===== src/rtl/cart_bank_pkg.sv =====
package cart_bank_pkg;

    typedef enum logic [2:0] {
        RGN_RAM_GATE = 3'd0,  // 0x0000-0x1FFF : ROM bank 0 / RAM enable writes
        RGN_ROM_SEL  = 3'd1,  // 0x2000-0x3FFF : ROM bank 0 / ROM bank writes
        RGN_RAM_SEL  = 3'd2,  // 0x4000-0x5FFF : switched ROM / RAM bank writes
        RGN_SPARE    = 3'd3,  // 0x6000-0x7FFF : switched ROM / writes ignored
        RGN_RAM_WIN  = 3'd4,  // 0xA000-0xBFFF : external RAM window
        RGN_NONE     = 3'd5   // everything else
    } region_e;

    localparam logic [7:0] RAM_ON_CODE  = 8'h0A;
    localparam logic [7:0] RAM_OFF_CODE = 8'h00;
    localparam logic [7:0] RAM_BANK_MAX = 8'h03;
    localparam logic [7:0] CLK_SEL_LO   = 8'h08;
    localparam logic [7:0] CLK_SEL_HI   = 8'h0C;
    localparam logic [7:0] OPEN_BUS     = 8'hFF;

    function automatic region_e decode_region(input logic [2:0] top_bits);
        case (top_bits)
            3'd0:    return RGN_RAM_GATE;
            3'd1:    return RGN_ROM_SEL;
            3'd2:    return RGN_RAM_SEL;
            3'd3:    return RGN_SPARE;
            3'd5:    return RGN_RAM_WIN;
            default: return RGN_NONE;
        endcase
    endfunction

endpackage


===== src/rtl/cart_addr_decode.sv =====
module cart_addr_decode
    import cart_bank_pkg::*;
(
    input  logic [2:0] addr_top,
    output region_e    region,
    output logic       hit_rom_fixed,
    output logic       hit_rom_switched
);
    always_comb begin
        region           = decode_region(addr_top);
        hit_rom_fixed    = (region == RGN_RAM_GATE) || (region == RGN_ROM_SEL);
        hit_rom_switched = (region == RGN_RAM_SEL)  || (region == RGN_SPARE);
    end
endmodule


===== src/rtl/cart_bank_regs.sv =====
module cart_bank_regs
    import cart_bank_pkg::*;
#(
    parameter int ROM_BANKS = 64,
    parameter bit HAS_CLOCK = 1'b0,
    localparam int ROM_BW   = $clog2(ROM_BANKS)
) (
    input  logic              clk,
    input  logic              rst_n,
    input  logic              wr,
    input  region_e           region,
    input  logic [7:0]        wdata,
    output logic [ROM_BW-1:0] rom_bank,
    output logic [1:0]        ram_bank,
    output logic              ram_en,
    output logic              clk_park
);
    localparam logic [7:0]        TOP_BANK_8 = 8'(ROM_BANKS - 1);
    localparam logic [ROM_BW-1:0] TOP_BANK   = ROM_BW'(ROM_BANKS - 1);
    localparam logic [ROM_BW-1:0] FIRST_SW   = ROM_BW'(1);

    typedef struct packed {
        logic [ROM_BW-1:0] rom_bank;
        logic [1:0]        ram_bank;
        logic              ram_en;
        logic              clk_park;
    } regs_t;

    regs_t st_d, st_q;

    always_comb begin
        st_d = st_q;
        if (wr) begin
            case (region)
                RGN_RAM_GATE: begin
                    if (wdata == RAM_ON_CODE)       st_d.ram_en = 1'b1;
                    else if (wdata == RAM_OFF_CODE) st_d.ram_en = 1'b0;
                end
                RGN_ROM_SEL: begin
                    if (wdata > TOP_BANK_8)  st_d.rom_bank = TOP_BANK;
                    else if (wdata == 8'h00) st_d.rom_bank = FIRST_SW;
                    else                     st_d.rom_bank = wdata[ROM_BW-1:0];
                end
                RGN_RAM_SEL: begin
                    if (wdata <= RAM_BANK_MAX) begin
                        st_d.ram_bank = wdata[1:0];
                        st_d.clk_park = 1'b0;
                    end else if (HAS_CLOCK && wdata >= CLK_SEL_LO && wdata <= CLK_SEL_HI) begin
                        st_d.clk_park = 1'b1;
                    end
                end
                default: ;
            endcase
        end
    end

    always_ff @(posedge clk) begin
        if (!rst_n) begin
            st_q.rom_bank <= FIRST_SW;
            st_q.ram_bank <= 2'd0;
            st_q.ram_en   <= 1'b0;
            st_q.clk_park <= 1'b0;
        end else begin
            st_q <= st_d;
        end
    end

    assign rom_bank = st_q.rom_bank;
    assign ram_bank = st_q.ram_bank;
    assign ram_en   = st_q.ram_en;
    assign clk_park = st_q.clk_park;
endmodule


===== src/rtl/cart_read_path.sv =====
module cart_read_path
    import cart_bank_pkg::*;
(
    input  logic       clk,
    input  logic       rst_n,
    input  logic       rd,
    input  region_e    region,
    input  logic       ram_open,
    input  logic [7:0] rom_data,
    input  logic [7:0] ram_rdata,
    output logic [7:0] rdata
);
    logic [7:0] rdata_d, rdata_q;
    logic [7:0] sel_byte;

    always_comb begin
        case (region)
            RGN_RAM_GATE, RGN_ROM_SEL,
            RGN_RAM_SEL,  RGN_SPARE:   sel_byte = rom_data;
            RGN_RAM_WIN:               sel_byte = ram_open ? ram_rdata : OPEN_BUS;
            default:                   sel_byte = OPEN_BUS;
        endcase
        rdata_d = rd ? sel_byte : rdata_q;
    end

    always_ff @(posedge clk) begin
        if (!rst_n) rdata_q <= OPEN_BUS;
        else        rdata_q <= rdata_d;
    end

    assign rdata = rdata_q;
endmodule


===== src/rtl/cart_bank_ctrl.sv =====
module cart_bank_ctrl
    import cart_bank_pkg::*;
#(
    parameter int ROM_BANKS = 64,
    parameter int RAM_BANKS = 4,
    parameter bit HAS_RAM   = 1'b1,
    parameter bit HAS_CLOCK = 1'b0,
    localparam int ROM_BW   = $clog2(ROM_BANKS),
    localparam int ROM_AW   = ROM_BW + 14,
    localparam int RAM_BW   = (RAM_BANKS > 1) ? $clog2(RAM_BANKS) : 1,
    localparam int RAM_AW   = RAM_BW + 13
) (
    input  logic              clk,
    input  logic              rst_n,
    input  logic [15:0]       cpu_addr,
    input  logic [7:0]        cpu_wdata,
    input  logic              cpu_rd,
    input  logic              cpu_wr,
    output logic [7:0]        cpu_rdata,
    output logic [ROM_AW-1:0] rom_addr,
    input  logic [7:0]        rom_data,
    output logic [RAM_AW-1:0] ram_addr,
    output logic [7:0]        ram_wdata,
    output logic              ram_we,
    input  logic [7:0]        ram_rdata
);
    region_e           region;
    logic              hit_rom_fixed;
    logic              hit_rom_switched;
    logic [ROM_BW-1:0] rom_bank;
    logic [1:0]        ram_bank;
    logic              ram_en;
    logic              clk_park;
    logic              ram_open;

    cart_addr_decode u_dec (
        .addr_top         (cpu_addr[15:13]),
        .region           (region),
        .hit_rom_fixed    (hit_rom_fixed),
        .hit_rom_switched (hit_rom_switched)
    );

    cart_bank_regs #(
        .ROM_BANKS (ROM_BANKS),
        .HAS_CLOCK (HAS_CLOCK)
    ) u_regs (
        .clk      (clk),
        .rst_n    (rst_n),
        .wr       (cpu_wr),
        .region   (region),
        .wdata    (cpu_wdata),
        .rom_bank (rom_bank),
        .ram_bank (ram_bank),
        .ram_en   (ram_en),
        .clk_park (clk_park)
    );

    always_comb begin
        ram_open = HAS_RAM && ram_en && !clk_park && (int'(ram_bank) < RAM_BANKS);
        if (hit_rom_switched)   rom_addr = {rom_bank, cpu_addr[13:0]};
        else if (hit_rom_fixed) rom_addr = {ROM_BW'(0), cpu_addr[13:0]};
        else                    rom_addr = {ROM_BW'(0), cpu_addr[13:0]};
        ram_addr  = {ram_bank[RAM_BW-1:0], cpu_addr[12:0]};
        ram_wdata = cpu_wdata;
        ram_we    = cpu_wr && (region == RGN_RAM_WIN) && ram_open;
    end

    cart_read_path u_rd (
        .clk       (clk),
        .rst_n     (rst_n),
        .rd        (cpu_rd),
        .region    (region),
        .ram_open  (ram_open),
        .rom_data  (rom_data),
        .ram_rdata (ram_rdata),
        .rdata     (cpu_rdata)
    );
endmodule


===== config.mk =====
export PLATFORM = sky130hd
export DESIGN_NAME = cart_bank_ctrl
export DESIGN_NICKNAME = d
export VERILOG_FILES = /design/src/rtl/cart_bank_pkg.sv /design/src/rtl/cart_addr_decode.sv /design/src/rtl/cart_bank_regs.sv /design/src/rtl/cart_read_path.sv /design/src/rtl/cart_bank_ctrl.sv
export SDC_FILE = /design/constraint.sdc
export NUM_CORES = 1
export LEC_CHECK = 0
export BUFFER_PORTS_ARGS = -buffer_cell sky130_fd_sc_hd__buf_2
export CAP_MARGIN = 20
export CORE_ASPECT_RATIO = 0.75
export CORE_MARGIN = 2
export CORE_UTILIZATION = 40
export CTS_BUF_LIST = sky130_fd_sc_hd__clkbuf_4 sky130_fd_sc_hd__clkbuf_8 sky130_fd_sc_hd__clkbuf_16
export DETAILED_ROUTE_END_ITERATION = 7
export GPL_TIMING_DRIVEN = 0
export PLACE_DENSITY = 0.8
export SLEW_MARGIN = 20
export SYNTH_ARGS = -nofsm -noshare
export SYNTH_HDL_FRONTEND = slang
export SYNTH_SLANG_ARGS = --single-unit

===== constraint.sdc =====
create_clock -name clk -period 2.14 [get_ports clk]
set_clock_uncertainty 0.2 [all_clocks]
set_input_delay 0.428 -clock clk [delete_from_list [all_inputs] [get_ports clk]]
set_output_delay 0.428 -clock clk [all_outputs]
set_load 0.005 [all_outputs]

==> results.cfg <==
[synthesis]
yosysUniqueCellTypes = 27
ys_seq_area_share_pct = 31.01
synth_area_per_cell_sq_um = 8.709
synthTopCellsByArea = dfxtp_1, buf_4, o221ai_1
yosys_register_bits = 17
synthMostInstantiatedCell = buf_4
syn_inst = 126
syn-cell-area_sq_um = 1097
yosys.area.top_type = dfxtp_1
ys_dominant_reg_cell = dfxtp_1
ys_warn_count = 0
synth-edff-count = 0
synthArstFlopShare_pct = 0
syn-num-nets = 170
synth_common_cells = buf_4, dfxtp_1, nand2_1
yosysTopAreaCellShare_pct = 31.01

[grt]
grt-ovfl-total = 0
antenna_found_initial = 0
grt_pass1_wl_um = 4478
grt_pass1_vias = 1030
grt_start_max_net_pins = 11
grt_usage_pct = 17.90

[timing]
slew_violations = 0
slew_headroom_pct = 70.60
tightestPinTransition_ns = 0.4400
setup_tns_ns = 0
setup_ws_ns = 0.2606
fin_crit_ns = 1.879
rsz0062_at_grt = no
final_hold_viol_count = 0
fin_crit_sh_pct = 87.82
setup_viol = 0
clock.fmax_mhz = 532.1

[power]
ir_worst_vdd_mv = 0.2896
power.net_switching_uw = 169.8
p_leak_uw = 0.0008740
p_clk_share_pct = 24.9
p_seq_share_pct = 48.1
p_sw_share_pct = 24.38
powerDensity_nw_per_um2 = 440.1
p_int_uw = 526.7
power_frac_comb_pct = 27.0

[route]
wl_um = 2834
drc = 0
vias = 1137
routedWlPerCell_um = 11.43
drtPass1Iterations = 4
drt_iter0_markers = 19
final_antenna_net_count = 0
routed_via_density = 4.585

[run_status]
status = finished clean

[placement]
io_buffers = 82
place_hpwl_um = 2368
place_ws_ns = 0.2454
dp_cells = 244
globalplace.congestion = 0.8616

[floorplanning]
ios = 96
die_y_um = 49.36
rows = 16
core_area_sq_um = 2603
die_area_sq_um = 3183
die_w_um = 64.48
start_util_pct = 42.16

[critical_path]
slowest_stage = nand4b_2
cp_top_family = simple AND/OR/NAND/NOR gates
endpoint_kind = primary output
cpPeakStageDelay_ns = 0.27
cp_num_buf_inv = 3
crit_path_start_kind = input pin
worst_ep_arrival_time_ns = 1.25
crit_chain = buf_2, buf_4, nand4b_2, nor2_1, buf_2
crit_type = in2out
crit_fanout = 10
required_ns = 1.51
critPathMostFrequentCell = buf_2

[cts]
cts_resized = 0
clk_path_buf_depth = 2
cts.hold.buffers_added = 0
clk_pin_slew_worst_paths_ns = 0.09
clk_latency_ns = 0.28
cts_sinks = 17
cts_tree = built
htreeDepth = 1
cts_made_buffers = 3
root_buffer = clkbuf_4
post_cts_buffers = 0

[cells_and_area]
final_util_pct = 60.82
ff_latch_area_sq_um = 340.3
finalNonFillerCells = 248
layout-drive-gt1-share_pct = 60.85
synthToLayoutAreaGrowth_pct = 44.24
final_nets = 257
num_antenna_cells = 0
multiInputGateArea_sq_um = 466.7
nFillCells = 248

[min_path]
hold_class = in2reg

[job]
drv_cap = 0
-- flip-flops by register name (all words and copies together), names as in the netlist --
register	flops
u_regs.ram_en	1
u_regs.rom_bank	6
u_regs.ram_bank	2
u_rd.rdata	8
-- through the flow --
step	hold slack (ns)	cell area [sq um]	power, uW
after detailed placement	0.2533	1553	532.1
after CTS	0.2091	1583	710.9
after global routing	0.2222	1583	743.5
final	0.2207	1583	696.5
after global placement	0.2469	1553	529.1
after floorplan	0.2511	1097	439.9
-- worst paths after layout --
check | start | end | slack [ns] | cells after the start
setup / recovery | cpu_addr[15] | ram_we | 0.26 | 5
hold / removal | ram_rdata[7] | u_rd.rdata[7] | 0.22 | 3
setup reg to reg | u_regs.ram_en | u_rd.rdata[5] | 0.84 | 3
hold reg to reg | u_regs.ram_bank[1] | u_regs.ram_bank[1] | 0.26 | 2
-- cell families (layout without fill, tap and decap cells) --
family	Yosys count	count (layout)	share of synthesized area, %
DFF	17	17	31.02
and+or+nand+nor	50	50	27.94
muxes	2	2	1.824
AOI/OAI and AO/OA	16	16	12.77
buffers and inverters	41	127	26.45
-- cell type report --
class	instances	area share (%)
tap	36	2.846
timing repair buffer	82	25.93
buffer	40	18.10
inverter	1	0.2372
clock buffer	4	1.897
sequential	17	21.50
multi-input combinational	68	29.49
-- power groups by stage --
stage	sequential, uW	combinational, uW	clock [uW]
floorplan	343	96.6	0
global placement	342	187	0
detailed placement	343	189	0
CTS	335	190	185
global route	337	207	200
finish	335	188	173
-- cells in the final DEF, fill, tap and decap left out, drive strengths merged, types with 2 or more instances in the layout --
master / count
and4b: 2
and2: 6
nor2: 2
o211a: 5
nand3: 8
mux2i: 2
nand2b: 8
dfxtp: 17
buf: 119
o221ai: 8
clkbuf: 7
nand2: 10
nor3: 7
-- routing by layer --
layer	wire length, um	vias to the layer above	part of all wire, %	track usage [%]
met3	252	2	8.9	4.619
li1	-	591	-	-
met4	22	0	0.78	4.965
met5	0	-	0	0
met2	1302	57	46	30.56
met1	1256	487	44	22.27
-- tightest hold or removal path: cells and delay by family --
kind / cells / cell delay, ns
AOI/OAI and AO/OA: 1 / 0.09
buffers and inverters: 1 / 0.08
and+or+nand+nor: 1 / 0.08
No activity file was read; power rests on OpenSTA's default activity.
